<file path="src/rtl/bitproc_pkg.sv">
// Package: shared operation encoding and widths for the bit processor.
// Assumes: op codes outside the enumerated list behave as no-operation.
package bitproc_pkg;
    localparam int ADDR_W  = 8;
    localparam int DATA_W  = 8;
    localparam int POS_W   = $clog2(DATA_W);
    localparam int OP_W    = 5;
    localparam int WIN_BASE = 8'h20;

    typedef enum logic [OP_W-1:0] {
        OP_NOP   = 5'd0,
        OP_ANDC  = 5'd1,
        OP_ANDNC = 5'd2,
        OP_ORC   = 5'd3,
        OP_ORNC  = 5'd4,
        OP_LDC   = 5'd5,
        OP_STC   = 5'd6,
        OP_CLRC  = 5'd7,
        OP_SETC  = 5'd8,
        OP_CPLC  = 5'd9,
        OP_CLRB  = 5'd10,
        OP_SETB  = 5'd11,
        OP_CPLB  = 5'd12,
        OP_JC    = 5'd13,
        OP_JNC   = 5'd14,
        OP_JB    = 5'd15,
        OP_JNB   = 5'd16,
        OP_JBC   = 5'd17
    } bit_op_e;

    // True for the codes that branch on a condition.
    function automatic logic is_jump(input logic [OP_W-1:0] op);
        return (op >= OP_JC) && (op <= OP_JBC);
    endfunction
endpackage

</file>
<file path="src/rtl/bitproc_addr_map.sv">
// Module: splits a bit address into byte address, bit position and a
// one-hot bit mask. The low half lands in a 16-byte RAM window and the
// high half in registers whose address ends in 0 or 8.
// Assumes: ADDR_W is 8 and DATA_W is 8 (one bit address per bit of a byte).
module bitproc_addr_map
    import bitproc_pkg::*;
(
    input  logic [ADDR_W-1:0] bit_addr,
    output logic [ADDR_W-1:0] byte_addr,
    output logic [POS_W-1:0]  bit_pos,
    output logic [DATA_W-1:0] bit_mask,
    output logic              reg_space
);
    localparam int IDX_W = ADDR_W - POS_W - 1;

    // Selects the byte: window offset in the low half, aligned register above.
    always_comb begin
        reg_space = bit_addr[ADDR_W-1];
        bit_pos   = bit_addr[POS_W-1:0];
        if (reg_space)
            byte_addr = {bit_addr[ADDR_W-1:POS_W], {POS_W{1'b0}}};
        else
            byte_addr = ADDR_W'(WIN_BASE) +
                        ADDR_W'(bit_addr[POS_W+IDX_W-1:POS_W]);
    end

    // One decoder leg per bit of the byte builds the one-hot mask.
    for (genvar g = 0; g < DATA_W; g++) begin : g_mask
        assign bit_mask[g] = (bit_pos == POS_W'(g));
    end
endmodule

</file>
<file path="src/rtl/bitproc_alu.sv">
// Module: combinational evaluation of one bit operation.
// Assumes: rd_byte is the byte selected by the mask for this cycle.
module bitproc_alu
    import bitproc_pkg::*;
(
    input  logic [OP_W-1:0]   op_code,
    input  logic              carry_in,
    input  logic [DATA_W-1:0] rd_byte,
    input  logic [DATA_W-1:0] bit_mask,
    output logic              carry_nx,
    output logic              wr_en_nx,
    output logic [DATA_W-1:0] wr_data_nx,
    output logic              taken_nx
);
    logic bit_val;

    // Extracts the addressed bit through the one-hot mask.
    assign bit_val = |(rd_byte & bit_mask);

    // Computes the new carry, the write-back byte and the branch decision.
    always_comb begin
        carry_nx   = carry_in;
        wr_en_nx   = 1'b0;
        wr_data_nx = rd_byte;
        taken_nx   = 1'b0;
        case (op_code)
            OP_ANDC:  carry_nx = carry_in & bit_val;
            OP_ANDNC: carry_nx = carry_in & ~bit_val;
            OP_ORC:   carry_nx = carry_in | bit_val;
            OP_ORNC:  carry_nx = carry_in | ~bit_val;
            OP_LDC:   carry_nx = bit_val;
            OP_CLRC:  carry_nx = 1'b0;
            OP_SETC:  carry_nx = 1'b1;
            OP_CPLC:  carry_nx = ~carry_in;
            OP_STC: begin
                wr_en_nx   = 1'b1;
                wr_data_nx = carry_in ? (rd_byte | bit_mask) : (rd_byte & ~bit_mask);
            end
            OP_CLRB: begin
                wr_en_nx   = 1'b1;
                wr_data_nx = rd_byte & ~bit_mask;
            end
            OP_SETB: begin
                wr_en_nx   = 1'b1;
                wr_data_nx = rd_byte | bit_mask;
            end
            OP_CPLB: begin
                wr_en_nx   = 1'b1;
                wr_data_nx = rd_byte ^ bit_mask;
            end
            OP_JC:  taken_nx = carry_in;
            OP_JNC: taken_nx = ~carry_in;
            OP_JB:  taken_nx = bit_val;
            OP_JNB: taken_nx = ~bit_val;
            OP_JBC: begin
                taken_nx   = bit_val;
                wr_en_nx   = bit_val;
                wr_data_nx = rd_byte & ~bit_mask;
            end
            default: ;
        endcase
    end
endmodule

</file>
<file path="src/rtl/bitproc_core.sv">
// Module: top of the single-bit processor. Maps the address combinationally
// and registers the carry, write-back and branch results one cycle later.
// Assumes: the caller supplies rd_byte from byte_addr in the same cycle and
// applies wr_data/carry_out on the cycle res_valid is high.
module bitproc_core
    import bitproc_pkg::*;
(
    input  logic              clk,
    input  logic              rst_n,
    input  logic              op_valid,
    input  logic [4:0]        op_code,
    input  logic [7:0]        bit_addr,
    input  logic              carry_in,
    input  logic [7:0]        rd_byte,
    output logic [7:0]        byte_addr,
    output logic [2:0]        bit_pos,
    output logic              reg_space,
    output logic              res_valid,
    output logic              carry_out,
    output logic              wr_en,
    output logic [7:0]        wr_data,
    output logic              taken
);
    logic [DATA_W-1:0] bit_mask;
    logic              carry_nx;
    logic              wr_en_nx;
    logic [DATA_W-1:0] wr_data_nx;
    logic              taken_nx;

    bitproc_addr_map u_map (
        .bit_addr  (bit_addr),
        .byte_addr (byte_addr),
        .bit_pos   (bit_pos),
        .bit_mask  (bit_mask),
        .reg_space (reg_space)
    );

    bitproc_alu u_alu (
        .op_code    (op_code),
        .carry_in   (carry_in),
        .rd_byte    (rd_byte),
        .bit_mask   (bit_mask),
        .carry_nx   (carry_nx),
        .wr_en_nx   (wr_en_nx),
        .wr_data_nx (wr_data_nx),
        .taken_nx   (taken_nx)
    );

    // Registers the results of a valid operation; idles the strobes otherwise.
    always_ff @(posedge clk) begin
        if (!rst_n) begin
            res_valid <= 1'b0;
            carry_out <= 1'b0;
            wr_en     <= 1'b0;
            wr_data   <= '0;
            taken     <= 1'b0;
        end else if (op_valid) begin
            res_valid <= 1'b1;
            carry_out <= carry_nx;
            wr_en     <= wr_en_nx;
            wr_data   <= wr_data_nx;
            taken     <= taken_nx;
        end else begin
            res_valid <= 1'b0;
            wr_en     <= 1'b0;
            taken     <= 1'b0;
        end
    end

    AST_RAM_WINDOW: assert property (@(posedge clk) disable iff (!rst_n)
        !bit_addr[7] |-> (byte_addr[7:4] == 4'h2) && !reg_space) else $error("window");
    AST_REG_ALIGNED: assert property (@(posedge clk) disable iff (!rst_n)
        bit_addr[7] |-> (byte_addr[2:0] == 3'd0) && byte_addr[7]) else $error("align");
    AST_WR_ONE_BIT: assert property (@(posedge clk) disable iff (!rst_n)
        op_valid |=> !wr_en || ($countones(wr_data ^ $past(rd_byte)) <= 1)) else $error("onebit");
    AST_JBC_CLEARS: assert property (@(posedge clk) disable iff (!rst_n)
        (op_valid && op_code == OP_JBC) |=> (taken == wr_en) && ((wr_data & $past(bit_mask)) == 8'h00)) else $error("jbc");
    AST_NOTTAKEN_NO_WR: assert property (@(posedge clk) disable iff (!rst_n)
        (op_valid && is_jump(op_code)) |=> (taken || !wr_en)) else $error("nowr");
    AST_IDLE_QUIET: assert property (@(posedge clk) disable iff (!rst_n)
        !op_valid |=> !res_valid && !wr_en && !taken) else $error("idle");
    AST_WR_NEEDS_VALID: assert property (@(posedge clk) disable iff (!rst_n)
        wr_en |-> res_valid) else $error("wrv");
endmodule

</file>
<file path="config.mk">
export PLATFORM = sky130hd
export DESIGN_NAME = bitproc_core
export DESIGN_NICKNAME = d
export VERILOG_FILES = /design/src/rtl/bitproc_pkg.sv /design/src/rtl/bitproc_addr_map.sv /design/src/rtl/bitproc_alu.sv /design/src/rtl/bitproc_core.sv
export SDC_FILE = /design/constraint.sdc
export NUM_CORES = 1
export LEC_CHECK = 0
export ABC_AREA = 1
export BUFFER_PORTS_ARGS = -buffer_cell sky130_fd_sc_hd__buf_2
export CAP_MARGIN = 40
export CORE_ASPECT_RATIO = 0.6
export CORE_MARGIN = 3
export CORE_UTILIZATION = 53
export DETAILED_ROUTE_END_ITERATION = 10
export PLACE_DENSITY = 0.81
export SETUP_SLACK_MARGIN = 0.15
export SYNTH_ARGS = -nofsm -noshare
export SYNTH_HDL_FRONTEND = slang
export SYNTH_HIERARCHICAL = 1
export SYNTH_SLANG_ARGS = --single-unit
export TNS_END_PERCENT = 50
</file>
<file path="constraint.sdc">
create_clock -name clk -period 1.9 [get_ports clk]
set_input_delay 0.095 -clock clk [delete_from_list [all_inputs] [get_ports clk]]
set_output_delay 0.095 -clock clk [all_outputs]
set_load 0.005 [all_outputs]
</file>
==> out/metrics.yaml <==
yosysUniqueCellTypes: 24
antenna_cells: 0
finalCritPeriodShare_pct: 76.1
period_minus_slack_ns: 1.45
viasPerCell: 4.73
postRouteAntennaNets: 0
num_vias: 1869
synth_top_area_share_pct: 17.6
io_pins: 49
hold_viol_final: 0
die_y_um: 51.1
seq_area_frac_synth_pct: 13.4
area_delta_synth_final_pct: 13.7
p_leak_nw: 1.26
remaining_drc_errors: 0
firstDrtPassIters: 4
cpLargestDelayFamily: "simple AND/OR/NAND/NOR gates"
place_congestion: 0.909
tightest_slew_ns: 0.438
grt_pass1_wl_mm: 7.43
power_frac_comb_pct: 35.7
synth_nets: 362
grt_pass1_vias: 1687
clk_pin_slew_ns: 0.05
internal-power_mw: 0.569
die_w_um: 81.1
port-buffer-count: 48
hold_class: "input port to register"
crit_path_cell_trace: "buf_2, nand2_1, nor2_1, ha_1, nor2_1, nand2_1, nor2_1, nor2_1, nor2_1, nand2_1, inv_1, nand2_1, inv_1, nand2_1, nand2_1, nor2_1"
layout-drive-gt1-share_pct: 21.8
cp_num_buf_inv: 3
syn_avg_cell_area_sq_um: 5.74
num_rows: 15
ys_ff_latch: 12
cts_tree: "yes"
cts-root-buf: "clkbuf_8"
slowest_delay_ns: 0.27
start_util_pct: 59.1
power_per_cell_area_nw_per_um2: 424
yosysTopAreaCell: "nand2_1"
insertion_delay_ns: 0.24
slew_headroom_pct: 70.7
maxSlewViolCount: 0
outcome: "finished, final reports clean"
required_ns: 2.04
p_sw_share_pct: 34.3
fin_tns_setup_ns: 0
ys_warn_count: 6
htree_num_levels: 1
grt_use_total_pct: 22.3
arrival_ns: 1.58
crit_type: "input port to register"
wl_mm: 4.17
utilization_pct: 67.1
rsz0062_at_grt: "false"
netlist_instances: 313
overflow: 0
nets: 403
first_iter_violations: 157
clock_path_buffers: 2
wl_per_cell_um: 10.6
switchingPower_mw: 0.297
ctsResizeCount: 0
worstPathMaxFanout: 5
slowest_stage: "nor2_1"
core_area_sq_um: 3040
cap_violations: 0
peakVddDrop_mv: 0.279
final-setup-viol-count: 0
synth_area_leaders: "nand2_1 (18%), ha_1 (17%), dfxtp_1 (13%)"
clock-sinks: 12
cts_buffers: 3
multi_input_area_sq_um: 1210
fmax_mhz: 691
die_area_sq_um: 4150
start_kind: "input port"
antenna_found_initial: 0
skew_ns: 0
clkPwrFrac_pct: 32.3
seq_area_sq_um: 240
seqPwrFrac_pct: 32.0
syn_area_sq_um: 1800
cts_hold_buffers: 0
postCtsSetupBuffers: 0
hpwlAfterDp_mm: 3.44
grt_start_max_net_pins: 20
fillCellCount: 296
end_kind: "register"
[area by class of cell]
cell class / instances / area share, %
Multi-Input combinational cell: 225 / 59.2
Sequential cell: 12 / 11.8
Inverter: 63 / 11.6
Tap cell: 42 / 2.58
Timing Repair Buffer: 49 / 12.1
Clock buffer: 4 / 2.70
[power groups by stage]
stage | clock network, mW | logic [mW] | registers, mW
final | 0.279 | 0.309 | 0.277
after global routing | 0.302 | 0.363 | 0.279
after CTS | 0.285 | 0.309 | 0.277
after detailed placement | 0 | 0.308 | 0.282
after global placement | 0 | 0.301 | 0.282
after floorplan | 0 | 0.213 | 0.285
[worst paths after layout]
kind,from,to,slack (ns),cells past startpoint
max,bit_addr[1],carry_out$_SDFFE_PN0P_,0.45,16
min,rst_n,wr_data[2]$_SDFFE_PN0P_,0.18,3
max reg2reg,carry_out$_SDFFE_PN0P_,carry_out$_SDFFE_PN0P_,1.34,2
min reg2reg,wr_data[6]$_SDFFE_PN0P_,wr_data[6]$_SDFFE_PN0P_,0.47,2
[sequential cells by signal, summed over array words and instances (netlist names)]
register / count
wr_data: 8
res_valid: 1
wr_en: 1
carry_out: 1
taken: 1
[stage by stage]
| step | instances | total power [mW] | setup WS, ns | hold slack (ns) | cell area (sq um) |
|---|---|---|---|---|---|
| after global routing | 395 | 0.944 | 0.220 | 0.212 | 2040 |
| after CTS | 395 | 0.872 | 0.457 | 0.179 | 2040 |
| after detailed placement | 391 | 0.591 | 0.204 | 0.407 | 1990 |
| final | 395 | 0.866 | 0.454 | 0.183 | 2040 |
| after floorplan | 313 | 0.497 | 0.583 | 0.257 | 1800 |
| after global placement | 391 | 0.582 | 0.274 | 0.399 | 1990 |
[layout by cell type (no fill, tap or decap)]
master,count
nand4_1,3
nor3_1,1
inv_2,7
nor2_2,6
nor3b_1,1
nand2_1,84
o31ai_1,1
nand2_2,1
dfxtp_1,12
ha_1,24
nand3_2,4
nor3_4,1
o21ai_0,4
nor2_1,58
nor2_4,4
o21ai_1,2
inv_1,56
nand3_1,24
nand2_4,1
buf_2,48
buf_4,1
clkbuf_8,4
a21oi_1,6
[kinds of logic after synthesis]
| group | synth area share [%] |
|---|---|
| buffers and inverters | 19.3 |
| AO/OA/AOI/OAI | 3.76 |
| adder cells (fa/ha/maj) | 16.7 |
| AND/OR/NAND/NOR | 46.8 |
| flip-flops | 13.4 |
[synth_stat cells, drive strengths merged]
cell type	number
buf	13
nand3	28
inv	63
o21ai	6
nor3b	1
ha	24
a21oi	6
o31ai	1
nor3	2
nand4	3
dfxtp	12
nor2	68
nand2	86
[worst register-to-register path: cells and delay by family (launching register included)]
family	cells	cell delay, ns
simple gates	2	0.17
flops	1	0.34
[routing by layer]
metal / up-vias / part of all wire, % / track usage [%]
met3: 2 / 8.3 / 5.46
met4: 0 / 0.048 / 1.97
met5: - / 0 / 0
li1: 1007 / - / -
met1: 793 / 50 / 34.1
met2: 67 / 41 / 32.2
No activity file was read; power rests on OpenSTA's default activity.
